File: config.mk
export PLATFORM = sky130hd
export DESIGN_NAME = hook_failsafe_sup
export DESIGN_NICKNAME = d
export VERILOG_FILES = /design/src/rtl/hook_sup_pkg.sv /design/src/rtl/hook_sync_edge.sv /design/src/rtl/hook_activity_wd.sv /design/src/rtl/hook_fault_log.sv /design/src/rtl/hook_failsafe_sup.sv
export SDC_FILE = /design/constraint.sdc
export NUM_CORES = 1
export LEC_CHECK = 0
export BUFFER_PORTS_ARGS = -buffer_cell sky130_fd_sc_hd__buf_2
export CORE_MARGIN = 3
export CORE_UTILIZATION = 40
export DETAILED_ROUTE_END_ITERATION = 12
export GPL_TIMING_DRIVEN = 1
export PLACE_DENSITY_LB_ADDON = 0.1
export SYNTH_ARGS = -nofsm -noshare
export SYNTH_HDL_FRONTEND = slang
export SYNTH_SLANG_ARGS = --single-unit
export TNS_END_PERCENT = 30
File: constraint.sdc
create_clock -name clk -period 2.9 [get_ports clk]
set_clock_uncertainty 0.15 [all_clocks]
set_input_delay 0.435 -clock clk [delete_from_list [all_inputs] [get_ports clk]]
set_output_delay 0.435 -clock clk [all_outputs]
set_load 0.05 [all_outputs]
File: src/rtl/hook_sup_pkg.sv
package hook_sup_pkg;

  typedef enum logic [1:0] {
    MODE_IDLE  = 2'd0,
    MODE_HOLD  = 2'd1,
    MODE_SEIZE = 2'd2
  } line_mode_e;

  // Cause indices inside the fault vector
  localparam int CAUSE_POR = 0;
  localparam int CAUSE_SUP = 1;
  localparam int CAUSE_WD  = 2;
  localparam int N_CAUSES  = 3;

  function automatic line_mode_e decode_mode(input logic off, input logic ac, input logic dc);
    if (!off || !dc) return MODE_IDLE;
    else if (ac)     return MODE_HOLD;
    else             return MODE_SEIZE;
  endfunction

endpackage

File: src/rtl/hook_sync_edge.sv
module hook_sync_edge #(
  parameter int STAGES = 2
) (
  input  logic clk,
  input  logic rst,
  input  logic din,
  output logic edge_o
);
  // sh[STAGES-1] is the synchronized level, sh[STAGES] its delayed copy
  logic [STAGES:0] sh;

  genvar g;
  generate
    for (g = 0; g <= STAGES; g++) begin : g_stage
      if (g == 0) begin : g_first
        always_ff @(posedge clk) begin
          if (rst) sh[0] <= 1'b0;
          else     sh[0] <= din;
        end
      end else begin : g_next
        always_ff @(posedge clk) begin
          if (rst) sh[g] <= 1'b0;
          else     sh[g] <= sh[g-1];
        end
      end
    end
  endgenerate

  assign edge_o = sh[STAGES] ^ sh[STAGES-1];

endmodule

File: src/rtl/hook_activity_wd.sv
module hook_activity_wd #(
  parameter int WD_LIMIT = 40000
) (
  input  logic clk,
  input  logic rst,
  input  logic run_i,
  input  logic disable_i,
  input  logic edge_i,
  output logic trip_o
);
  localparam int W = $clog2(WD_LIMIT + 1);
  localparam logic [W-1:0] LIMIT_V = W'(WD_LIMIT);

  logic [W-1:0] quiet_cnt;

  always_ff @(posedge clk) begin
    if (rst || !run_i || disable_i || edge_i) quiet_cnt <= '0;
    else if (quiet_cnt != LIMIT_V)             quiet_cnt <= quiet_cnt + 1'b1;
  end

  assign trip_o = run_i && !disable_i && (quiet_cnt == LIMIT_V);

endmodule

File: src/rtl/hook_fault_log.sv
module hook_fault_log #(
  parameter int N = 3
) (
  input  logic         clk,
  input  logic         rst,
  input  logic         record_i,
  input  logic [N-1:0] cause_i,
  input  logic         clr_i,
  input  logic         req_i,
  output logic [N-1:0] sticky_o,
  output logic         block_o
);
  genvar i;
  generate
    for (i = 0; i < N; i++) begin : g_flag
      always_ff @(posedge clk) begin
        if (rst)                         sticky_o[i] <= 1'b0;
        else if (record_i && cause_i[i]) sticky_o[i] <= 1'b1;
        else if (clr_i)                  sticky_o[i] <= 1'b0;
      end
    end
  endgenerate

  // Rearm gate: released only by a withdrawn request once all flags are clear
  always_ff @(posedge clk) begin
    if (rst)                          block_o <= 1'b0;
    else if (record_i)                block_o <= 1'b1;
    else if (!req_i && !(|sticky_o))  block_o <= 1'b0;
  end

endmodule

File: src/rtl/hook_failsafe_sup.sv
module hook_failsafe_sup
  import hook_sup_pkg::*;
#(
  parameter int CLK_KHZ       = 100000,
  parameter int WD_TIMEOUT_US = 400,
  parameter int SYNC_STAGES   = 2
) (
  input  logic       clk,
  input  logic       rst,
  input  logic       hook_req_i,
  input  logic       ac_en_i,
  input  logic       dc_en_i,
  input  logic       wd_disable_i,
  input  logic       por_i,
  input  logic       supply_ok_i,
  input  logic       barrier_rx_i,
  input  logic       fault_clr_i,
  output logic       offhook_o,
  output logic [1:0] mode_o,
  output logic       fault_por_o,
  output logic       fault_sup_o,
  output logic       fault_wd_o
);
  localparam int WD_LIMIT = CLK_KHZ * WD_TIMEOUT_US / 1000;

  logic                rx_edge;
  logic                wd_trip;
  logic [N_CAUSES-1:0] cause;
  logic [N_CAUSES-1:0] sticky;
  logic                blocked;
  logic                any_trig;
  logic                offhook_q;
  logic                offhook_d;
  line_mode_e          mode_q;
  line_mode_e          mode_d;

  hook_sync_edge #(.STAGES(SYNC_STAGES)) u_sync (
    .clk    (clk),
    .rst    (rst),
    .din    (barrier_rx_i),
    .edge_o (rx_edge)
  );

  hook_activity_wd #(.WD_LIMIT(WD_LIMIT)) u_wd (
    .clk       (clk),
    .rst       (rst),
    .run_i     (offhook_q),
    .disable_i (wd_disable_i),
    .edge_i    (rx_edge),
    .trip_o    (wd_trip)
  );

  always_comb begin
    cause            = '0;
    cause[CAUSE_POR] = por_i;
    cause[CAUSE_SUP] = !supply_ok_i;
    cause[CAUSE_WD]  = wd_trip;
  end

  assign any_trig = |cause;

  hook_fault_log #(.N(N_CAUSES)) u_log (
    .clk      (clk),
    .rst      (rst),
    .record_i (offhook_q && any_trig),
    .cause_i  (cause),
    .clr_i    (fault_clr_i),
    .req_i    (hook_req_i),
    .sticky_o (sticky),
    .block_o  (blocked)
  );

  assign offhook_d = hook_req_i && !any_trig && !(|sticky) && !blocked;
  assign mode_d    = decode_mode(offhook_d, ac_en_i, dc_en_i);

  always_ff @(posedge clk) begin
    if (rst) begin
      offhook_q <= 1'b0;
      mode_q    <= MODE_IDLE;
    end else begin
      offhook_q <= offhook_d;
      mode_q    <= mode_d;
    end
  end

  assign offhook_o   = offhook_q;
  assign mode_o      = mode_q;
  assign fault_por_o = sticky[CAUSE_POR];
  assign fault_sup_o = sticky[CAUSE_SUP];
  assign fault_wd_o  = sticky[CAUSE_WD];

endmodule

==> run summary <==
The share of synthesized area in the top cell type comes to 42.1%. Synthesis inferred 26 register bits. The first global-routing pass estimated 4200 um of wire.

The final critical delay including setup and external delays is 2.00 ns, and the number of buffers inserted during clock tree synthesis is 3. Dividing the detail-routed wire length by the instance count gives 13.9 um. Setup repair after global routing left no endpoint under its margin. The first routing iteration left 36 violations. Number of buffers and inverters on the critical path: 1. Summing all multi-input logic gate instances after layout gives 667 um^2.

The number of instances in the synthesized netlist came out at 133. The clock latency on the worst-skew pair was 0.32 ns. The number of warnings reported in the yosys synthesis log was 0; the arrival time of data at the critical path endpoint was 2.04 ns. The number of hold buffers added after CTS was 0.

The run gives 520 um^2 as the area occupied by registers. In this run the worst path has a maximum fanout of 5. For this design the top-level I/O count stands at 16. The launching instance or port of the critical path is u_wd.quiet_cnt[0]. The via count of the first global-routing pass is 942. After detailed placement, the total cell area comes to 1350 um^2.

The net count of the finished layout is 163, and the setup TNS is 0 ns. In this run the static leakage power is 0.439 nW. The run finished with clean final reports.

During placement, the flow inserted port buffers numbering 15. The required time of the critical path is 2.94 ns. The slowest stage of the critical path belongs to the cell sky130_fd_sc_hd__or4b_4. Using the TritonRoute via totals, the vias-per-cell ratio works out to 5.71.

Clock-pin slew was measured on the worst setup and hold paths at 0.13 ns. Synthesis instantiated 37 different standard cells from the library. The fraction of final layout cells with drive strength greater than 1 was 19.3%; the fmax was 0.499 GHz. The run gives 0 as the count of pins over their slew limit. The initialized floorplan defines 19 standard-cell rows. The number of gates resized after cts was 0.

The power density over the cells came out at 415 nW/um^2. Entering global routing, the biggest net connects 15 pins. The final cycle utilization of the critical path is 69.1%.

On the worst path, the slowest cell contributes a delay of 0.49 ns. Setup violations remaining at the end of the flow were counted as 0. After routing the design area is 1390 um^2.

Once layout is complete, the utilization of the core stands at 48.6%. The logs give 1 for the maximum level of the CTS H-tree and 0 for the final antenna-violating net count. Kind of start point of the critical path: a register. The floorplan step defined a die boundary enclosing 3800 um^2. The largest total area in the synthesized netlist belongs to sky130_fd_sc_hd__dfxtp_1.

The die is 61.6 um wide. The startpoint of the lowest-slack register-to-register path is u_wd.quiet_cnt[0]. For the count of antenna diodes in the layout, the log shows 0.

Buffers added to address setup during post-CTS repair amount to 0. In this run the worst hold path is classified as in2reg. The final hold violation count was 0; the core region area was 2850 um^2.

Counting along the longest clock path gives a buffer depth of 2. The tree built by TritonCTS fans out to 26 sinks. Max-cap violations in this run came to 0. After global routing the overflow that remains totals 0. Across every metal layer, demand over resource in global routing totals 15.0%. Initial antenna violation count: 0. Detailed routing inserted a total of 1034 vias.

The net count after synthesis was 145; the worst supply voltage drop on vdd was 237 uV. For this configuration, the core starts out at a cell density of 43.4%. The mean cell area of the mapped netlist is 9.30 um^2. The detailed placement HPWL came out at 1830 um. The critical setup path kind is reg2reg.

TritonCTS built the clock tree. Start point of the worst hold path: ac_en_i. By area the synthesized netlist is led by sky130_fd_sc_hd__dfxtp_1 42%, sky130_fd_sc_hd__nand3_1 5.3%, sky130_fd_sc_hd__mux2i_1 4.9%. The mapped netlist covers 1240 um^2. The transition at the pin with the smallest max-transition slack is 0.475 ns, and the normalized max-slew margin is 68.0%. The type of element capturing the critical path was a register. Relative to the synthesized area, the layout overhead comes to 12.0%. The number of iterations in the first detailed-routing pass is 4. The share of the yosys chip area belonging to registers came out at 42.1%. The congestion estimate from routability-driven global placement came to 0.734.

Master cell of the clock root buffer: sky130_fd_sc_hd__clkbuf_4. Counting the fill cells in the layout gives 286. The signal on the critical path passes through inv_1 > ha_1 > or4b_4 > nor4_1 > a2111oi_0.

In the routed design, unresolved DRC markers number 0. The die boundary height works out to 61.6 um. Total length of routed wires: 2520 um.

Among cell families on the critical path, the largest total delay comes from simple AND/OR/NAND/NOR gates.
[through the flow]
stage	cells	hold slack (ns)	power (mW)	worst slack [ns]
floorplan	133	0.264	0.388	1.02
global placement	177	0.282	0.398	1.03
detailed placement	177	0.297	0.399	0.940
CTS	181	0.129	0.581	0.908
global route	181	0.131	0.608	0.722
finish	181	0.144	0.575	0.896
[report_power, final]
| part | leakage (nW) | internal [mW] | switching [mW] |
|---|---|---|---|
| clock network | 0.0210 | 0.0767 | 0.107 |
| logic | 0.208 | 0.0118 | 0.0171 |
| registers | 0.210 | 0.360 | 0.00202 |
| total | 0.439 | 0.449 | 0.126 |
[cell usage in the layout, fill, tap and decap left out, types with 2 or more instances in the layout]
master,instances
sky130_fd_sc_hd__nand4b_1,2
sky130_fd_sc_hd__ha_1,2
sky130_fd_sc_hd__mux2i_1,6
sky130_fd_sc_hd__nor4_1,6
sky130_fd_sc_hd__dfxtp_1,26
sky130_fd_sc_hd__or4b_4,3
sky130_fd_sc_hd__nor2b_1,4
sky130_fd_sc_hd__or4_1,4
sky130_fd_sc_hd__nor2_1,4
sky130_fd_sc_hd__nand3b_1,4
sky130_fd_sc_hd__xnor2_1,2
sky130_fd_sc_hd__clkbuf_4,3
sky130_fd_sc_hd__inv_1,9
sky130_fd_sc_hd__o31ai_1,4
sky130_fd_sc_hd__or3_1,2
sky130_fd_sc_hd__a22oi_1,2
sky130_fd_sc_hd__nand4_1,5
sky130_fd_sc_hd__o21ai_0,3
sky130_fd_sc_hd__buf_4,2
sky130_fd_sc_hd__nand2_1,5
sky130_fd_sc_hd__buf_2,15
sky130_fd_sc_hd__nand3_1,13
sky130_fd_sc_hd__a21oi_1,8
[flip-flops by register name (all words and copies together) (netlist names)]
| signal | count |
|---|---|
| u_wd.quiet_cnt | 16 |
| u_log.sticky_o | 3 |
| u_sync.sh | 3 |
| mode_o | 2 |
| offhook_o | 1 |
| u_log.block_o | 1 |
[per-layer routing]
layer / vias up / wire length [um] / track usage, %
met2: 10 / 1150 / 23.8
met4: 0 / 20 / 6.36
met5: - / 0 / 0
li1: 534 / - / -
met3: 2 / 46 / 3.14
met1: 488 / 1310 / 19.7
[cell usage after synthesis]
| cell type | n |
|---|---|
| sky130_fd_sc_hd__o32a_1 | 1 |
| sky130_fd_sc_hd__nand2_1 | 5 |
| sky130_fd_sc_hd__mux2i_1 | 6 |
| sky130_fd_sc_hd__a2111oi_0 | 1 |
| sky130_fd_sc_hd__clkbuf_1 | 3 |
| sky130_fd_sc_hd__dfxtp_1 | 26 |
| sky130_fd_sc_hd__xnor2_1 | 2 |
| sky130_fd_sc_hd__nor3b_1 | 1 |
| sky130_fd_sc_hd__a22oi_1 | 2 |
| sky130_fd_sc_hd__nor3_1 | 1 |
| sky130_fd_sc_hd__xor2_1 | 1 |
| sky130_fd_sc_hd__nor2_1 | 4 |
| sky130_fd_sc_hd__o31ai_1 | 4 |
| sky130_fd_sc_hd__nand3b_1 | 4 |
| sky130_fd_sc_hd__a21oi_1 | 8 |
| sky130_fd_sc_hd__or3_2 | 1 |
| sky130_fd_sc_hd__nor2b_1 | 4 |
| sky130_fd_sc_hd__buf_2 | 1 |
| sky130_fd_sc_hd__nand2b_1 | 1 |
| sky130_fd_sc_hd__or3_1 | 2 |
| sky130_fd_sc_hd__or4_4 | 1 |
| sky130_fd_sc_hd__o22ai_1 | 1 |
| sky130_fd_sc_hd__o32ai_2 | 1 |
| sky130_fd_sc_hd__ha_1 | 2 |
| sky130_fd_sc_hd__o21ai_2 | 1 |
| sky130_fd_sc_hd__nand3_1 | 13 |
| sky130_fd_sc_hd__o21ai_0 | 3 |
| sky130_fd_sc_hd__nor4_4 | 1 |
| sky130_fd_sc_hd__or2b_1 | 1 |
| sky130_fd_sc_hd__inv_1 | 9 |
| sky130_fd_sc_hd__nand4_1 | 5 |
| sky130_fd_sc_hd__a211oi_1 | 1 |
| sky130_fd_sc_hd__and2b_1 | 1 |
| sky130_fd_sc_hd__or4b_4 | 3 |
| sky130_fd_sc_hd__or4_1 | 4 |
| sky130_fd_sc_hd__nor4_1 | 6 |
| sky130_fd_sc_hd__nand4b_1 | 2 |
[cells by family (layout without fill, tap and decap cells)]
family	after synthesis	count (layout)	share of synthesized area, %
AO/OA/AOI/OAI	23	23	12.7
flip-flops	26	26	42.1
adder cells (fa/ha/maj)	2	2	2.02
AND/OR/NAND/NOR	60	60	32.2
XOR/XNOR	3	3	2.12
multiplexers	6	6	4.85
buffers and inverters	13	30	4.04
[layout make-up]
cell class / count / share of cell area [%]
Clock buffer: 4 / 2.62
Inverter: 9 / 2.44
Multi-Input combinational cell: 94 / 48.1
Sequential cell: 26 / 37.5
Tap cell: 31 / 2.80
Timing Repair Buffer: 17 / 6.50
[worst paths after layout]
path                  endpoint  slack, ns  cells past startpoint
setup reg to reg     mode_o[1]       0.90                      5
hold reg to reg   u_sync.sh[1]       0.31                      1
setup / recovery     mode_o[1]       0.90                      5
hold / removal       mode_o[1]       0.14                      2
(Power assumes the default switching activity.)
